--- config.mk ---
export PLATFORM = sky130hd
export DESIGN_NAME = sector_ecc_fix
export DESIGN_NICKNAME = d
export VERILOG_FILES = /design/src/rtl/sector_ecc_fix.sv
export SDC_FILE = /design/constraint.sdc
export NUM_CORES = 1
export LEC_CHECK = 0
export BUFFER_PORTS_ARGS = -buffer_cell sky130_fd_sc_hd__buf_2
export CAP_MARGIN = 0
export CORE_MARGIN = 3
export CORE_UTILIZATION = 37
export CTS_CLUSTER_SIZE = 40
export DETAILED_ROUTE_END_ITERATION = 8
export SYNTH_ARGS = -nofsm -noshare
export SYNTH_HDL_FRONTEND = slang
export SYNTH_SLANG_ARGS = --single-unit
--- constraint.sdc ---
create_clock -name clk -period 2.4 [get_ports clk]
set_input_delay 0.24 -clock clk [delete_from_list [all_inputs] [get_ports clk]]
set_output_delay 0.24 -clock clk [all_outputs]
set_load 0.05 [all_outputs]
--- src/rtl/sector_ecc_fix.sv ---
module sector_ecc_fix #(
  parameter int SECTOR_BYTES = 512
) (
  input  logic        clk,
  input  logic        rst_n,
  input  logic        start,
  input  logic [31:0] raw_ecc,
  input  logic [7:0]  st_b0,
  input  logic [7:0]  st_b1,
  input  logic [7:0]  st_b2,
  input  logic        din_valid,
  input  logic [7:0]  din,
  output logic        done,
  output logic        ok_o,
  output logic        fixed_o,
  output logic        ecc_only_o,
  output logic        fatal_o,
  output logic [8:0]  err_byte,
  output logic [7:0]  err_mask,
  output logic [23:0] calc_ecc,
  output logic        dout_valid,
  output logic [7:0]  dout
);

  localparam int CW = $clog2(SECTOR_BYTES) + 1;

  logic [23:0] packed_w, syn;
  logic        halves_cmp, in_range, one_bit, nz;
  logic [8:0]  idx;
  logic [2:0]  bitn;
  logic [CW-1:0] cnt;
  logic        hit;

  assign packed_w   = ~{raw_ecc[27:16], raw_ecc[11:0]};
  assign syn        = packed_w ^ {st_b2, st_b1, st_b0};
  assign nz         = |syn;
  assign halves_cmp = (syn[23:12] ^ syn[11:0]) == 12'hFFF;
  assign idx        = syn[23:15];
  assign bitn       = syn[14:12];
  assign in_range   = 32'(idx) < SECTOR_BYTES;
  assign one_bit    = nz && ((syn & (syn - 24'd1)) == 24'd0);

  always_ff @(posedge clk or negedge rst_n) begin
    if (!rst_n) begin
      done       <= 1'b0;
      ok_o       <= 1'b0;
      fixed_o    <= 1'b0;
      ecc_only_o <= 1'b0;
      fatal_o    <= 1'b0;
      err_byte   <= '0;
      err_mask   <= '0;
      calc_ecc   <= '0;
    end else begin
      done <= start;
      if (start) begin
        calc_ecc   <= packed_w;
        ok_o       <= !nz;
        fixed_o    <= nz && halves_cmp && in_range;
        ecc_only_o <= nz && !halves_cmp && one_bit;
        fatal_o    <= nz && ((halves_cmp && !in_range) || (!halves_cmp && !one_bit));
        err_byte   <= (nz && halves_cmp && in_range) ? idx : 9'd0;
        err_mask   <= (nz && halves_cmp && in_range) ? (8'd1 << bitn) : 8'd0;
      end
    end
  end

  assign hit = fixed_o && (32'(cnt) == 32'(err_byte));

  always_ff @(posedge clk or negedge rst_n) begin
    if (!rst_n) begin
      cnt        <= '0;
      dout_valid <= 1'b0;
      dout       <= '0;
    end else begin
      dout_valid <= din_valid;
      if (start)
        cnt <= '0;
      else if (din_valid)
        cnt <= cnt + 1'b1;
      if (din_valid)
        dout <= din ^ (hit ? err_mask : 8'd0);
    end
  end

endmodule


# ---- After elaboration in Yosys (flattened, before gate mapping)
# Index checks and enable logic that the tools add are counted.
dict set report op_classes {
  add_sub_neg 2
  n_eq_ne 2
  shift 1
  muxes 5
  bitwise_logic 5
  n_reduce_logical 13
}
# op n
set ops {}
lappend ops {{bitwise AND 24 bit} 1}
lappend ops {{logical NOT 24 bit} 1}
lappend ops {{inverter 24 bit} 1}
lappend ops {{OR reduction 24 bit} 1}
lappend ops {{subtractor 24 x 1 -> 24 bit, second input constant} 1}
lappend ops {{XOR 24 bit} 1}
lappend ops {{two-way mux 10 bit} 2}
lappend ops {{two-way mux 8 bit} 2}
lappend ops {{equality test 12 bit, second input constant} 1}
lappend ops {{XOR 12 bit} 1}
lappend ops {{adder 10 x 1 -> 10 bit, second input constant} 1}
lappend ops {{equality test 10 x 9 -> 1 bit} 1}
lappend ops {{two-way mux 9 bit} 1}
lappend ops {{left shift 1 x 3 -> 8 bit, first input constant} 1}
lappend ops {{XOR 8 bit} 1}
lappend ops {{logical AND 1 bit} 7}
lappend ops {{logical NOT 1 bit} 3}
lappend ops {{nonzero test 2 bit} 1}
dict set report word_totals {
  reg_bits 65
  in_bits 68
  output_inout_bits 55
  elab_cells 39
}

# ---- Depth between registers and ports, before layout
# Gate-level depths: netlist of run 1.
dict set report depth {
  ltp_word 9
  mapped_depth 7
  mapped_depth_nobuf 7
}

# ---- Worst setup path after synthesis of run 1
# Ideal clock, no wire load.
dict set report synth_path {
  path_kind {input -> register}
  startpoint {in st_b0[2]}
  endpoint {reg fatal_o}
  setup_ns 0.119
  arrival_time_ns 2.248
  required_ns 2.281
  setup_slack_ns 0.033
  cell_stages 7
  path_buffers 0
  cell_sequence {xnor2_1 -> nor4_4 -> or3b_1 -> a2111o_1 -> o21a_1 -> or4b_1 -> and2_1}
}
dict set report synth_via {
  elab_chain_cells 8
  elab_cells_between_ends 12
  cone_classes {1 x add/sub; 1 x eq/ne; 3 x bitwise; 7 x reduce/logical}
}
# element line_no
set synth_rtl {}
lappend synth_rtl {{start, declared} 8} ;# input logic [7:0] st_b0,
lappend synth_rtl {{XOR 24 bit *} 35} ;# assign syn = packed_w ^ {st_b2, st_b1, st_b0};
lappend synth_rtl {{subtractor 24 x 1 -> 24 bit} 41} ;# assign one_bit = nz && ((syn & (syn - 24'd1)) == 24'd0);
lappend synth_rtl {{bitwise AND 24 bit} 41}
lappend synth_rtl {{logical NOT 24 bit} 41}
lappend synth_rtl {{logical AND 1 bit} 41}
lappend synth_rtl {{logical NOT 1 bit} 60} ;# fatal_o <= nz && ((halves_cmp && !in_range) || (!halves_cmp && !one_bit));
lappend synth_rtl {{logical AND 1 bit} 60}
lappend synth_rtl {{logical AND 1 bit *} 60}
lappend synth_rtl {{end signal, assigned} 60}
lappend synth_rtl {{end, declared} 17} ;# output logic fatal_o,
# Every way passes the cells marked *; elsewhere a longest branch is shown, timed or not.
# A chain may end at the register's enable or synchronous reset.

# ---- Final worst setup path of run 1
dict set report layout_path {
  startpoint {in raw_ecc[2]}
  endpoint {reg fatal_o}
}
dict set report layout_via {
  elab_chain_cells 9
  elab_cells_between_ends 13
  cone_classes {1 x add/sub; 1 x eq/ne; 4 x bitwise; 7 x reduce/logical}
}
# element line_no
set layout_rtl {}
lappend layout_rtl {{start, declared} 7} ;# input logic [31:0] raw_ecc,
lappend layout_rtl {{inverter 24 bit *} 34} ;# assign packed_w = ~{raw_ecc[27:16], raw_ecc[11:0]};
lappend layout_rtl {{XOR 24 bit *} 35}
lappend layout_rtl {{subtractor 24 x 1 -> 24 bit} 41}
lappend layout_rtl {{bitwise AND 24 bit} 41}
lappend layout_rtl {{logical NOT 24 bit} 41}
lappend layout_rtl {{logical AND 1 bit} 41}
lappend layout_rtl {{logical NOT 1 bit} 60}
lappend layout_rtl {{logical AND 1 bit} 60}
lappend layout_rtl {{logical AND 1 bit *} 60}
# Marked as above.

==> results_dict.tcl, run 1 <==
set metrics [dict create \
    via_per_inst 5.020 \
    layout_common_cells "buf_2 (114), dfrtp_1 (65), nand2_1 (47), xnor2_1 (47), buf_4 (41)" \
    wirelength_mm 9.048 \
    setup_viol 0 \
    worstSetupStartpointType "input port" \
    crit_path_end_kind "flip-flop" \
    dp_hpwl_mm 7.034 \
    clkLatencyLatePin_ps 340 \
    clk_pin_slew_ps 70 \
    synth_enable_flop_cells 0 \
    synth_cells 338 \
    mappedNetlistArea_um2 3362 \
    drive_above_1_share 0.3547 \
    finalNetCount 564 \
    gp_congestion 0.9066 \
    drtIter0Drc 97 \
    n_antenna_cell 0 \
    cp.arrival_ps 2420 \
    max_stage_delay_ps 530 \
    wl_per_cell_um 14.91 \
    die_x_um 101.3 \
    min_period_ps 2189 \
    required_ps 2630 \
    synth_nets 407 \
    port_buffers 114 \
    cpMaxStageDelayCell "or4b_1" \
    crit_chain "buf_2, xnor2_1, nor4_4, or3b_1, a2111o_1, o21a_1, or4b_1, and2_1" \
    numCtsBuffers 9 \
    post_cts_buffers 0 \
    relSlewSlack 0.5835 \
    total_leakage_power_nw 2.108 \
    globalRoute.totalOverflow 0 \
    rr_worst_depth 7 \
    fillers 829 \
    cts.sinks 65 \
    clk_path_buf_depth 2 \
    synthArstFlopShare 1.000 \
    place_inst 591 \
    rsz0062_at_grt "false" \
    fin_skew_ps 10.96 \
    peakVddDrop_v 0.0002845 \
    grt_pass1_wl_mm 14.88 \
    synth_cell_type_count 45 \
    fin_cells 607 \
    initial_core_util 0.3836 \
    die_area_um2 10270 \
    rows 34 \
    worst_hold_path.num_cells 2 \
    track_usage 0.1840 \
    synthFlopType "dfrtp_1" \
    syn2layout_area_growth_pct 35.84 \
    cap_violations 0 \
    finalCritPeriodShare 0.9121 \
    vias 3047 \
    cts-resized-gates 0 \
    antenna_left 0 \
    final_common_cell "buf_2" \
    drt-pass1-iter-count 4 \
    drc 0 \
    clock.fmax_mhz 456.8 \
    status "finished clean" \
    ys_seq_area_frac 0.4838 \
    power_density_nw_per_um2 604.1 \
    synth_area_per_cell_um2 9.947 \
    die_y_um 101.3 \
    yosys_warnings 0 \
    cts_tree "yes" \
    multi_input_area_um2 1684 \
    grt_max_degree 70 \
    finalHoldViolations 0 \
    io_pins 123 \
    register_area_um2 1627 \
    antenna_found_initial 0 \
    utilization 0.5211 \
    ys_ff_latch 65 \
    crit_fanout 5 \
    hold_path.class "in2reg" \
    finalSetupTns_ps 0 \
    grt_pass1_vias 3055 \
    critical_path_class "in2reg" \
    coreArea_um2 8763 \
    tightest_slew_ps 624.7 \
    htreeDepth 3 \
    maxSlewViolCount 0 \
    cts_root_buf "clkbuf_8" \
]
-- critical path: cells and delay by family --
family / cells / cell delay [ps]
AO/OA/AOI/OAI: 2 / 450
XOR/XNOR: 1 / 170
buffers and inverters: 1 / 110
AND/OR/NAND/NOR: 4 / 1440
-- layer usage --
metal  track usage  wire, µm
met1        0.2433      4149
met2        0.2978      4139
met4       0.06748       200
met5             0         0
met3       0.03926       558
-- power by group --
group	leakage [nW]	internal (mW)	total, mW	switching, mW
Combinational	1.18	0.254	0.711	0.457
Sequential	0.833	1.15	1.18	0.0312
Clock	0.0915	0.453	0.867	0.414
-- state kept, by name, indices dropped and copies added (netlist names) --
register    cells
err_mask        8
ecc_only_o      1
ok_o            1
dout            8
done            1
calc_ecc       24
fixed_o         1
dout_valid      1
fatal_o         1
err_byte        9
cnt            10
-- synthesized netlist by cell type, drive strengths merged, types with 2 or more instances --
cell	count	area (µm²)
nor4	6	58.80
a21o	2	15.01
o21a	2	15.01
o2bb2ai	8	70.07
clkbuf	10	37.54
inv	2	7.510
xnor2	47	411.6
nand2	47	176.4
nor2	22	82.58
and3	2	12.51
or4	2	15.01
nand4	13	81.33
xor2	25	219.0
nor3	8	45.04
dfrtp	65	1627
a211oi	2	15.01
a2111o	2	22.52
buf	2	8.750
o21ai	31	155.1
a21oi	9	45.04
nand3	4	20.02
a22o	9	78.83
-- through the flow --
stage / hold slack [ps] / area [µm²] / power [mW] / setup WS (ps)
floorplan: -55.59 / 3362 / 1.619 / 33.09
global placement: 275.3 / 4375 / 1.905 / -135.3
detailed placement: 274.9 / 4375 / 1.916 / -159.5
CTS: 90.08 / 4567 / 2.786 / 205.5
global route: 104.6 / 4567 / 2.891 / 67.00
finish: 97.30 / 4567 / 2.759 / 211.0
-- timing repair --
action                                  in CTS  in global routing
hold endpoints to repair                    23                  0
endpoints found under the setup margin       0                  0
hold buffers                                 1                  0
-- logic make-up after synthesis --
group | Yosys count | share of synthesized area
buf+inv | 15 | 0.01712
fa+ha+maj | 1 | 0.003721
simple gates | 110 | 0.1597
xor+xnor | 72 | 0.1876
flops | 65 | 0.4838
mux | 1 | 0.002977
compound gates | 74 | 0.1451
-- final timing paths --
kind,from,end,slack (ps)
max,raw_ecc[2],fatal_o,210
min,raw_ecc[1],calc_ecc[1],100
max reg2reg,cnt[1],dout[4],730
min reg2reg,calc_ecc[9],calc_ecc[9],480
max in group asynchronous,rst_n,fatal_o,1330
min in group asynchronous,rst_n,dout[7],430
-- layout make-up --
class                   instances  area share
repair buffers                158      0.2033
clock buffers                  13     0.03699
well taps                     108     0.02959
inverters                       3    0.002466
clock inverters                 2    0.002740
multi-input cells             258      0.3688
flip-flops and latches         65      0.3562
Note: power is estimated with default switching activity, not from simulation.
==> run 2: changes to the inputs <==
--- a/config.mk
+++ b/config.mk
@@ -11,6 +11,7 @@
 export CORE_UTILIZATION = 37
 export CTS_CLUSTER_SIZE = 40
 export DETAILED_ROUTE_END_ITERATION = 8
+export RECOVER_POWER = 25
 export SYNTH_ARGS = -nofsm -noshare
 export SYNTH_HDL_FRONTEND = slang
 export SYNTH_SLANG_ARGS = --single-unit
==> run 2 against run 1 <==
Hold slack hardly changed. Final cell count stayed put. Die area stayed put. Critical endpoint unchanged.
==> results_dict.tcl, run 2 (synthesized netlist as in run 1, its figures left out) <==
set metrics [dict create \
    status "finished clean" \
    dp_hpwl_mm 7.034 \
    drc 0 \
    max_stage_delay_ps 470 \
    fin_skew_ps 10.63 \
    clk_pin_slew_ps 70 \
    cts_root_buf "clkbuf_8" \
    die_y_um 101.3 \
    io_pins 123 \
    die_area_um2 10270 \
    antenna_left 0 \
    layout_common_cells "buf_2 (109), dfrtp_1 (65), nand2_1 (47), xnor2_1 (47), buf_4 (40)" \
    clk_path_buf_depth 2 \
    n_antenna_cell 0 \
    tightest_slew_ps 1425 \
    numCtsBuffers 9 \
    coreArea_um2 8763 \
    reg_top3 "calc_ecc (24), cnt (10), err_byte (9)" \
    setup_viol 0 \
    rr_worst_depth 7 \
    gp_congestion 0.9066 \
    cap_violations 0 \
    clock.fmax_mhz 456.3 \
    finalHoldViolations 0 \
    hold_path.class "in2reg" \
    utilization 0.5201 \
    worst_hold_path.num_cells 2 \
    path_depth 8 \
    power_density_nw_per_um2 605.1 \
    post_cts_buffers 0 \
    wl_per_cell_um 14.87 \
    die_x_um 101.3 \
    relSlewSlack 0.04986 \
    grt_pass1_wl_mm 14.88 \
    vias 3049 \
    htreeDepth 3 \
    globalRoute.totalOverflow 0 \
    drtIter0Drc 95 \
    largest-register "calc_ecc" \
    via_per_inst 5.023 \
    rows 34 \
    crit_fanout 3 \
    cpMaxStageDelayCell "or4b_1" \
    track_usage 0.1840 \
    grt_pass1_vias 3055 \
    required_ps 2630 \
    finalCritPeriodShare 0.9132 \
    grt_max_degree 70 \
    maxSlewViolCount 0 \
    wirelength_mm 9.025 \
    cp.arrival_ps 2420 \
    critPathTopFamily "simple AND/OR/NAND/NOR gates" \
    drive_above_1_share 0.3427 \
    hold_ws_ps 97.49 \
    final_common_cell "buf_2" \
    antenna_found_initial 0 \
    path_buf_inv 1 \
    cts_tree "yes" \
    rsz0062_at_grt "false" \
    drt-pass1-iter-count 4 \
    worstSetupStartpointType "input port" \
    total_leakage_power_nw 2.091 \
    critical_path_class "in2reg" \
    crit_path_end_kind "flip-flop" \
    min_period_ps 2192 \
    largest_register_ffs 24 \
    p_total_mw 2.758 \
    syn2layout_area_growth_pct 35.58 \
    cts.sinks 65 \
    cts-resized-gates 0 \
    clkLatencyLatePin_ps 340 \
    initial_core_util 0.3836 \
    port_buffers 114 \
    crit_chain "buf_2, xnor2_1, nor4_2, nand4_1, a2111o_1, a211oi_1, or4b_1, and2_1" \
    peakVddDrop_v 0.0002844 \
    finalNetCount 564 \
]
[run 2: cell type report]
cell class	count	area, µm²
timing repair buffer	158	919.6
multi-input combinational	258	1684
tap	108	135.1
fill	832	4205
clock buffer	13	168.9
inverter	3	11.26
sequential	65	1627
clock inverter	2	12.51
[run 2: worst paths after layout]
path,startpoint,end,slack (ps)
setup / recovery,raw_ecc[8],fatal_o,210
hold / removal,raw_ecc[1],calc_ecc[1],100
setup reg to reg,cnt[1],dout[4],700
hold reg to reg,ok_o,ok_o,480
max in group asynchronous,rst_n,fatal_o,760
min in group asynchronous,rst_n,dout[7],760
[run 2: routing by layer]
layer | vias up | GRT usage | wire, µm
li1 | 1509 | - | -
met1 | 1416 | 0.2433 | 4086
met2 | 110 | 0.2978 | 4186
met3 | 14 | 0.03926 | 585
met4 | 0 | 0.06748 | 165
met5 | - | 0 | 0
[run 2: metrics by stage]
step	cells	area [µm²]	TNS [ps]	setup WS (ps)
final	607	4558	0	208.4
after global placement	591	4375	-187.1	-135.3
after detailed placement	591	4375	-217.4	-159.5
after global routing	607	4558	0	67.00
after CTS	607	4567	0	205.5
after floorplan	338	3362	0	33.09
[run 2: what timing repair did]
action                                  in CTS  in global routing
endpoints found under the hold margin       23                  0
hold buffers                                 1                  0
endpoints found under the setup margin       0                  0
[run 2: report_power, final]
group,internal (mW),leakage [nW],switching (mW)
combinational,0.253,1.17,0.457
clock,0.453,0.0915,0.414
sequential,1.15,0.833,0.0313
